<file path="src/rtl/jtsel_pkg.sv">
`timescale 1ns/1ps
package jtsel_pkg;

    localparam int unsigned OP_W = 4;
    typedef logic [OP_W-1:0] op_t;

    // instruction encodings
    localparam op_t OP_EXTEST  = 4'b0000;
    localparam op_t OP_SAMPLE  = 4'b0001;
    localparam op_t OP_IDCODE  = 4'b0010;
    localparam op_t OP_USER    = 4'b1000;
    localparam op_t OP_BYPASS  = 4'b1111;
    // pattern loaded into the instruction shift stage on capture
    localparam op_t OP_CAPTURE = 4'b0001;

    typedef enum logic [2:0] {
        PATH_BYPASS,
        PATH_SAMPLE,
        PATH_EXTEST,
        PATH_IDCODE,
        PATH_USER
    } path_e;

    function automatic path_e decode_op(input op_t op);
        path_e p;
        unique case (op)
            OP_EXTEST: p = PATH_EXTEST;
            OP_SAMPLE: p = PATH_SAMPLE;
            OP_IDCODE: p = PATH_IDCODE;
            OP_USER:   p = PATH_USER;
            default:   p = PATH_BYPASS;
        endcase
        return p;
    endfunction

endpackage

</file>
<file path="src/rtl/jtsel_ir.sv">
`timescale 1ns/1ps
module jtsel_ir
    import jtsel_pkg::*;
(
    input  logic tck,
    input  logic trst_n,
    input  logic tap_reset,
    input  logic capture,
    input  logic shift,
    input  logic update,
    input  logic tdi,
    output op_t  ir_q,
    output logic so
);

    op_t sh_q;

    always_ff @(posedge tck or negedge trst_n) begin
        if (!trst_n) begin
            sh_q <= OP_CAPTURE;
            ir_q <= OP_IDCODE;
        end else begin
            if (capture) begin
                sh_q <= OP_CAPTURE;
            end else if (shift) begin
                sh_q <= {tdi, sh_q[OP_W-1:1]};
            end
            if (tap_reset) begin
                ir_q <= OP_IDCODE;
            end else if (update) begin
                ir_q <= sh_q;
            end
        end
    end

    assign so = sh_q[0];

endmodule

</file>
<file path="src/rtl/jtsel_bsr.sv">
`timescale 1ns/1ps
module jtsel_bsr #(
    parameter int unsigned     N_OUT   = 4,
    parameter int unsigned     N_IN    = 4,
    parameter logic [N_OUT-1:0] OUT_RST = '0
) (
    input  logic             tck,
    input  logic             trst_n,
    input  logic             capture,
    input  logic             shift,
    input  logic             update,
    input  logic             tdi,
    input  logic [N_OUT-1:0] pins_out_now,
    input  logic [N_IN-1:0]  pins_in,
    output logic             so,
    output logic [N_OUT-1:0] upd_q
);

    localparam int unsigned W = N_OUT + N_IN;

    logic [W-1:0] sh_q;

    // capture/shift stage: output cells low, input cells high
    always_ff @(posedge tck or negedge trst_n) begin
        if (!trst_n) begin
            sh_q <= '0;
        end else if (capture) begin
            sh_q <= {pins_in, pins_out_now};
        end else if (shift) begin
            sh_q <= {tdi, sh_q[W-1:1]};
        end
    end

    // update stage of the output cells; never cleared by an instruction change
    always_ff @(posedge tck or negedge trst_n) begin
        if (!trst_n) begin
            upd_q <= OUT_RST;
        end else if (update) begin
            upd_q <= sh_q[N_OUT-1:0];
        end
    end

    assign so = sh_q[0];

endmodule

</file>
<file path="src/rtl/jtsel_udr.sv">
`timescale 1ns/1ps
module jtsel_udr #(
    parameter int unsigned W = 8
) (
    input  logic         tck,
    input  logic         trst_n,
    input  logic         capture,
    input  logic         shift,
    input  logic         update,
    input  logic         tdi,
    input  logic [W-1:0] status,
    output logic         so,
    output logic [W-1:0] ctrl
);

    logic [W-1:0] sh_q;

    always_ff @(posedge tck or negedge trst_n) begin
        if (!trst_n) begin
            sh_q <= '0;
            ctrl <= '0;
        end else begin
            if (capture) begin
                sh_q <= status;
            end else if (shift) begin
                sh_q <= {tdi, sh_q[W-1:1]};
            end
            if (update) begin
                ctrl <= sh_q;
            end
        end
    end

    assign so = sh_q[0];

endmodule

</file>
<file path="src/rtl/jtag_insn_sel.sv">
`timescale 1ns/1ps
module jtag_insn_sel
    import jtsel_pkg::*;
#(
    parameter int unsigned      N_OUT   = 4,
    parameter int unsigned      N_IN    = 4,
    parameter int unsigned      USER_W  = 8,
    parameter logic [31:0]      ID_CODE = 32'h4D2A_61C3,
    parameter logic [N_OUT-1:0] OUT_RST = '0
) (
    input  logic              tck,
    input  logic              trst_n,
    input  logic              tap_reset,
    input  logic              ir_capture,
    input  logic              ir_shift,
    input  logic              ir_update,
    input  logic              dr_capture,
    input  logic              dr_shift,
    input  logic              dr_update,
    input  logic              tdi,
    output logic              tdo,
    output logic              tdo_oe,
    input  logic [N_OUT-1:0]  core_out,
    output logic [N_OUT-1:0]  pin_out,
    input  logic [N_IN-1:0]   pin_in,
    output logic [N_IN-1:0]   core_in,
    input  logic [USER_W-1:0] user_status,
    output logic [USER_W-1:0] user_ctrl
);

    localparam int unsigned     ID_W   = 32;
    localparam logic [ID_W-1:0] ID_VAL = {ID_CODE[ID_W-1:1], 1'b1};

    op_t        ir_q;
    logic       ir_so;
    path_e      path;
    logic       sel_byp, sel_bsr, sel_id, sel_usr, drive_pins;
    logic       byp_q;
    logic [ID_W-1:0] id_sh;
    logic       bsr_so, usr_so, dr_so;
    logic [N_OUT-1:0] bsr_upd;
    logic       tdo_q, oe_q;

    jtsel_ir u_ir (
        .tck       (tck),
        .trst_n    (trst_n),
        .tap_reset (tap_reset),
        .capture   (ir_capture),
        .shift     (ir_shift),
        .update    (ir_update),
        .tdi       (tdi),
        .ir_q      (ir_q),
        .so        (ir_so)
    );

    // path state follows the held instruction
    assign path = decode_op(ir_q);

    // per-path outputs
    always_comb begin
        sel_byp    = 1'b0;
        sel_bsr    = 1'b0;
        sel_id     = 1'b0;
        sel_usr    = 1'b0;
        drive_pins = 1'b0;
        unique case (path)
            PATH_BYPASS: sel_byp = 1'b1;
            PATH_SAMPLE: sel_bsr = 1'b1;
            PATH_EXTEST: begin
                sel_bsr    = 1'b1;
                drive_pins = 1'b1;
            end
            PATH_IDCODE: sel_id  = 1'b1;
            PATH_USER:   sel_usr = 1'b1;
            default:     sel_byp = 1'b1;
        endcase
    end

    // one-bit bypass register
    always_ff @(posedge tck or negedge trst_n) begin
        if (!trst_n) begin
            byp_q <= 1'b0;
        end else if (dr_capture && sel_byp) begin
            byp_q <= 1'b0;
        end else if (dr_shift && sel_byp) begin
            byp_q <= tdi;
        end
    end

    // identification register
    always_ff @(posedge tck or negedge trst_n) begin
        if (!trst_n) begin
            id_sh <= ID_VAL;
        end else if (dr_capture && sel_id) begin
            id_sh <= ID_VAL;
        end else if (dr_shift && sel_id) begin
            id_sh <= {tdi, id_sh[ID_W-1:1]};
        end
    end

    jtsel_bsr #(
        .N_OUT   (N_OUT),
        .N_IN    (N_IN),
        .OUT_RST (OUT_RST)
    ) u_bsr (
        .tck          (tck),
        .trst_n       (trst_n),
        .capture      (dr_capture && sel_bsr),
        .shift        (dr_shift && sel_bsr),
        .update       (dr_update && sel_bsr),
        .tdi          (tdi),
        .pins_out_now (pin_out),
        .pins_in      (pin_in),
        .so           (bsr_so),
        .upd_q        (bsr_upd)
    );

    jtsel_udr #(
        .W (USER_W)
    ) u_udr (
        .tck     (tck),
        .trst_n  (trst_n),
        .capture (dr_capture && sel_usr),
        .shift   (dr_shift && sel_usr),
        .update  (dr_update && sel_usr),
        .tdi     (tdi),
        .status  (user_status),
        .so      (usr_so),
        .ctrl    (user_ctrl)
    );

    // output-cell pin multiplexers
    for (genvar g = 0; g < int'(N_OUT); g++) begin : g_ocell
        assign pin_out[g] = drive_pins ? bsr_upd[g] : core_out[g];
    end

    assign core_in = pin_in;

    // serial data-path selection
    always_comb begin
        unique case (path)
            PATH_SAMPLE, PATH_EXTEST: dr_so = bsr_so;
            PATH_IDCODE:              dr_so = id_sh[0];
            PATH_USER:                dr_so = usr_so;
            default:                  dr_so = byp_q;
        endcase
    end

    // falling-edge retiming of the serial output
    always_ff @(negedge tck or negedge trst_n) begin
        if (!trst_n) begin
            tdo_q <= 1'b0;
            oe_q  <= 1'b0;
        end else begin
            oe_q <= ir_shift || dr_shift;
            if (ir_shift) begin
                tdo_q <= ir_so;
            end else if (dr_shift) begin
                tdo_q <= dr_so;
            end
        end
    end

    assign tdo    = tdo_q;
    assign tdo_oe = oe_q;

endmodule

</file>
<file path="config.mk">
export PLATFORM = sky130hd
export DESIGN_NAME = jtag_insn_sel
export DESIGN_NICKNAME = d
export VERILOG_FILES = /design/src/rtl/jtsel_pkg.sv /design/src/rtl/jtsel_ir.sv /design/src/rtl/jtsel_bsr.sv /design/src/rtl/jtsel_udr.sv /design/src/rtl/jtag_insn_sel.sv
export SDC_FILE = /design/constraint.sdc
export NUM_CORES = 1
export LEC_CHECK = 0
export BUFFER_PORTS_ARGS = -buffer_cell sky130_fd_sc_hd__buf_2
export CELL_PAD_IN_SITES_DETAIL_PLACEMENT = 0
export CELL_PAD_IN_SITES_GLOBAL_PLACEMENT = 1
export CORE_MARGIN = 1
export CORE_UTILIZATION = 40
export DETAILED_ROUTE_END_ITERATION = 6
export GPL_ROUTABILITY_DRIVEN = 0
export PLACE_DENSITY_LB_ADDON = 0.1
export SLEW_MARGIN = 25
export SYNTH_ARGS = -nofsm -noshare
export SYNTH_HDL_FRONTEND = slang
export SYNTH_HIERARCHICAL = 1
export SYNTH_SLANG_ARGS = --single-unit
export TNS_END_PERCENT = 20
</file>
<file path="constraint.sdc">
create_clock -name tck -period 1.6 [get_ports tck]
set_clock_uncertainty 0.1 [all_clocks]
set_input_delay 0.24 -clock tck [delete_from_list [all_inputs] [get_ports tck]]
set_output_delay 0.24 -clock tck [all_outputs]
set_load 0.02 [all_outputs]
</file>
==> impl_results.md, run 1 <==
* CP cell instances: buf_6 > buf_6 > nor4_4 > buf_4 > mux2_4 > buf_6
* Synth Area in Adders at 0.309%
* Synth top area share at 41.0%
* Clock tree root driver cell: clkbuf_8
* Finished Cell Area at 4210 um2
* Setup violators final at 42
* Yosys warnings at 6
* ANT nets after route at 0
* Final worst path period need at 2210 ps
* Syn avg cell area at 10.8 um2
* Part of the cycle the worst path needs at 138%
* Dominant cells by area after synthesis: dfrtp_1 41%, dfstp_2 13%, mux2i_1 6.8%
* Crit Path Class: reg2out
* Synth Area in XOR/XNOR at 0%
* Initial antenna violation count at 0
* Reg clk slew, reported paths at 70 ps
* Mux share of post-synthesis cell area at 13.3%
* Main combinational cell family by area after synthesis: simple AND/OR/NAND/NOR gates
* Synth-to-Final Area Change at 30.2%
* Mapped Area at 3240 um2
* # H-tree levels at 3
* Antenna diode count at 0
* DPL Wire Length at 3.97 mm
* Vias per cell at 4.72
* Reg-to-Reg End: tdo
* Die area at 8460 um2
* Commonest cells in the netlist: 53 x dfrtp_1, 51 x nand2_1, 44 x o21ai_1, 24 x nor2_1, 22 x mux2i_1
* FF+latch count, synth at 71
* Crit Path Max Fanout at 4
* Peak VDD IR at 0.620 mV
* TritonRoute pass-1 iters at 4
* Failing checks: setup timing
* Max_slew headroom at 77.5%
* Pwr dens at 1190 nW/um2
* Total wire length at 6.35 mm
* TritonCTS buffer count at 9
* Die width at 92.0 um
* Clk sinks at 71
* Via count of the first global-routing pass at 2332
* Ys flop type: dfrtp_1
* Initial Util at 41.7%
* Simple-Gate Fraction of Synth Area at 16.7%
* Grt total ovfl at 0
* NumNets Final at 404
* Status: finished, violations left
* Worst R2R Setup Slack at -570 ps
* DP Area at 3700 um2
* Critical path's slowest cell: dfstp_2
* Core footprint at 7770 um2
* CP dominant cell by count: buf_6
* Initial drt markers at 38
* Seq/Total Area, Yosys at 55.5%
* TritonCTS clock tree: yes
* Crit. End Element: primary output
* Die Span Y at 92.0 um
* Routed wire length per instance at 13.1 um
* Post-route setup slack at -611 ps
* Synth area leader: dfrtp_1
* Final Instance Count excl. Fillers at 485
* Max stage delay on crit path at 380 ps
* P_leak at 1.92 nW
* Compound-cell area share of the yosys netlist at 8.89%
* Post-synth ARST share at 100%
* R2r worst-path depth at 6
* CP arrival at 1870 ps
* CP startpoint kind: flip-flop
* Share of layout cells above drive strength 1 at 39.7%
* Clk Latency, worst-skew pair at 340 ps
* FP Rows at 32
* CP required at 1260 ps
* RSZ-0062 raised after global routing: true
* Largest buffer count on any clock path at 2
* Synthesized Nets at 327
* Max Cap Viol at 0
* First-pass GRT wire length at 11.0 mm
* Final Hold Viols at 0
* Worst Setup EP: pin_out[0]
* Total GRT Usage at 16.8%
* Mapped Cells at 301
* Worst Hold Class: in2reg
* Max Slew Vio Count at 0
* IO Count at 44
* Largest net degree at the start of global routing at 66
* Routed vias at 2289
* DR DRC count at 0
* IO buf count at 43
* EDFF count, synth at 0
* R2r startpoint: u_ir/ir_q[3]
* Critical path origin: u_ir/ir_q[1]
* Most frequent cell after synthesis: dfrtp_1
* Worst Max-Slew Pin Slew at 337 ps
* Synth cell types at 31
* FMAX at 452 MHz
* Placed cells at 451
-- cell families after synthesis --
family	Yosys count
buffers and inverters	23
AND/OR/NAND/NOR	113
flip-flops	71
adder cells (fa/ha/maj)	1
multiplexers	38
AO/OA/AOI/OAI	55
-- placed cells by master (no fill, tap or decap), types with 3 or more instances in the layout --
cell type and instances:
mux2_4 12, dfrtp_1 52, nand2b_1 19, nor2_1 23
dfstp_2 16, dlygate4sd3_1 5, clkbuf_8 11, o21ai_2 3
nand2_1 49, mux2_2 4, buf_4 27, buf_12 7
and2_4 4, buf_6 12, o21ai_1 45, buf_2 37
mux2i_1 21
-- worst min path at each step --
stage / startpoint / cells past startpoint / endpoint
6_report: user_status[3] / 3 / u_udr/sh_q[3]
5_1_grt: user_status[3] / 3 / u_udr/sh_q[3]
3_5_place_dp: trst_n / 1 / u_udr/sh_q[0]
3_3_place_gp: trst_n / 1 / u_udr/sh_q[0]
2_1_floorplan: trst_n / 0 / byp_q
4_1_cts: user_status[4] / 3 / u_udr/sh_q[4]
-- registers in the layout, summed over array words and instances, names as in the netlist --
signal	count
byp_q	1
id_sh	32
tdo	1
tdo_oe	1
u_bsr/sh_q	8
u_bsr/upd_q	4
u_ir/ir_q	4
u_ir/sh_q	4
u_udr/ctrl	8
u_udr/sh_q	8
-- area by class of cell --
class	count	area [um2]
fill	703	3550
sequential	71	1800
multi-input combinational	207	1340
timing repair buffer	88	713
clock buffer	11	151
tap	102	128
clock inverter	5	80.1
inverter	1	3.75
-- worst max-delay path: cells and delay by family (launching register included) --
family	cells	cell delay, ps
buffers and inverters	4	560
DFF	1	380
and+or+nand+nor	1	270
muxes	1	320
-- power breakdown --
| group | internal [mW] | total (mW) | switching (mW) |
|---|---|---|---|
| sequential | 2.20 | 2.41 | 0.213 |
| combinational | 0.504 | 0.958 | 0.454 |
| clock | 0.960 | 1.64 | 0.683 |
-- routing by layer --
layer | GRT usage (%) | vias to the layer above | share of wire, % | wire, um
li1 | - | 1159 | - | -
met1 | 21.3 | 1079 | 47 | 2980
met2 | 26.4 | 41 | 47 | 3000
met3 | 5.56 | 10 | 3.8 | 242
met4 | 6.90 | 0 | 1.9 | 120
met5 | 0 | - | 0 | 0
-- stage by stage --
step	setup TNS, ps	worst slack [ps]	util, %	hold WS (ps)	power, mW
floorplan	-1100	-487	-	-156	2.95
global placement	-9410	-448	47.7	25.1	3.24
detailed placement	-9440	-450	47.7	24.7	3.26
CTS	-8510	-641	53.3	4.64	5.03
global route	-14640	-660	54.2	8.57	5.29
finish	-9910	-611	54.2	13.6	5.01
-- timing repair --
item                       4_1_cts  5_1_grt
setup endpoints to repair       37       68
gates resized for setup         34        9
hold buffers                     5        0
setup buffers                    7        6
pin swaps                        9        2
hold endpoints to repair        10        0
No activity file was read; power rests on OpenSTA's default activity.
==> run 2, diff against run 1 <==
--- a/config.mk
+++ b/config.mk
@@ -10,5 +10,5 @@
 export CELL_PAD_IN_SITES_GLOBAL_PLACEMENT = 1
 export CORE_MARGIN = 1
-export CORE_UTILIZATION = 40
+export CORE_UTILIZATION = 48
 export DETAILED_ROUTE_END_ITERATION = 6
 export GPL_ROUTABILITY_DRIVEN = 0
==> constraint.sdc (replaced) <==
create_clock -name tck -period 2.63 [get_ports tck]
set_clock_uncertainty 0.1 [all_clocks]
set_input_delay 0.3945 -clock tck [delete_from_list [all_inputs] [get_ports tck]]
set_output_delay 0.3945 -clock tck [all_outputs]
set_load 0.05 [all_outputs]
==> impl_results.md, run 2 (synthesis results as in run 1) <==
* Final Hold Viols at 0
* Clock power share at 26.7%
* Failing checks: DRC, setup timing
* Post-route setup slack at -90.6 ps
* Via count of the first global-routing pass at 2101
* TritonCTS clock tree: yes
* Placed cells at 409
* Commonest cells after routing, fill and taps aside: 52 x dfrtp_1, 51 x nand2_1, 45 x o21ai_1, 41 x buf_2, 23 x nor2_1
* Die area at 7080 um2
* Share of layout cells above drive strength 1 at 30.9%
* FP Rows at 29
* IO Count at 44
* WHS at 171 ps
* NetSw at 812 uW
* Vias per cell at 5.00
* R2r startpoint: u_ir/ir_q[1]
* Reg-to-Reg End: tdo
* Initial Util at 50.4%
* Most common cell after layout, fill and taps aside: dfrtp_1
* Clk sinks at 71
* Final Instance Count excl. Fillers at 427
* Grt total ovfl at 0
* DR DRC count at 9
* Max_slew headroom at 53.6%
* NumNets Final at 371
* Crit Path Max Fanout at 2
* Max Slew Vio Count at 0
* Setup TNS at -154 ps
* Worst path top cell family by delay: flip-flops
* P_leak at 1.66 nW
* Die Span Y at 84.1 um
* Critical path's slowest cell: dfrtn_1
* Gate power share at 19.3%
* Total wire length at 5.79 mm
* First-pass GRT wire length at 9.96 mm
* CP arrival at 2230 ps
* Largest net degree at the start of global routing at 56
* Reg clk slew, reported paths at 70 ps
* CP required at 2140 ps
* Max stage delay on crit path at 430 ps
* Worst Max-Slew Pin Slew at 695 ps
* Final core utilization at 57.0%
* Synth-to-Final Area Change at 13.1%
* Clock tree root driver cell: clkbuf_8
* Met2 Resource Use GR at 27.8%
* Routed wire length per instance at 13.6 um
* GR Util met1 at 24.8%
* Status: finished, violations left
* WP depth at 1
* Grt met3 use at 3.76%
* Pwr dens at 738 nW/um2
* Crit path buffers/inverters at 1
* CP startpoint kind: flip-flop
* Setup violators final at 3
* Dpl ws at 5.22 ps
* DPL Wire Length at 3.76 mm
* Crit Path Class: reg2out
* Critical path origin: tdo
* Initial drt markers at 111
* Worst Setup EP: tdo
* Int Power at 1.89 mW
* GR peak layer: met2
* Sequential power share at 54.0%
* Initial antenna violation count at 0
* Crit. End Element: primary output
* CP cell instances: buf_6
* Antenna diode count at 0
* ANT nets after route at 0
* TritonRoute pass-1 iters at 6
* IO buf count at 43
* Worst R2R Setup Slack at -10 ps
* Peak VDD IR at 0.378 mV
* # H-tree levels at 3
* Clk Latency, worst-skew pair at 330 ps
* Max Cap Viol at 0
* Most flops, register: id_sh
* Sw frac at 30.1%
* Worst Hold Class: in2reg
* Die width at 84.1 um
* Max reg flops at 32
* Total GRT Usage at 18.0%
* R2r worst-path depth at 4
* Finished Cell Area at 3660 um2
* RSZ-0062 raised after global routing: true
* Core footprint at 6420 um2
* Total power at 2.70 mW
* Largest buffer count on any clock path at 2
* DP Area at 3460 um2
* Routed vias at 2133
* TritonCTS buffer count at 9
run 2: how the worst min path moves through the flow:
| stage | from | cells after the start | end |
|---|---|---|---|
| final | ir_capture | 2 | u_ir/sh_q[2] |
| after global placement | trst_n | 1 | u_ir/sh_q[1] |
| after CTS | ir_capture | 2 | u_ir/sh_q[2] |
| after detailed placement | trst_n | 1 | u_ir/sh_q[1] |
| after floorplan | trst_n | 0 | byp_q |
| after global routing | ir_capture | 2 | u_ir/sh_q[3] |
run 2: timing repair:
action	in CTS	in global routing
hold buffers	1	0
gates resized for setup	4	5
hold endpoints to repair	10	0
endpoints found under the setup margin	3	3
buffers inserted	1	0
run 2: power by group through the flow:
stage	combinational, mW	clock [mW]	sequential, mW
CTS	0.526	0.748	1.46
global route	0.592	0.798	1.49
floorplan	0.372	0	1.48
global placement	0.506	0	1.48
detailed placement	0.516	0	1.48
finish	0.521	0.721	1.46
run 2: area by class of cell:
class                           count  area, um2
Multi-Input combinational cell    207       1280
Fill cell                         563       2760
Inverter                            1       3.75
Sequential cell                    71       1800
Tap cell                           77       96.3
Clock inverter                      5       27.5
Clock buffer                       11        131
Timing Repair Buffer               55        320
run 2: metal layers:
metal  vias up  routed length, um
met2        36               2530
met4         0                 72
met1       998               3030
li1       1092                  -
met3         7                169
met5         -                  0
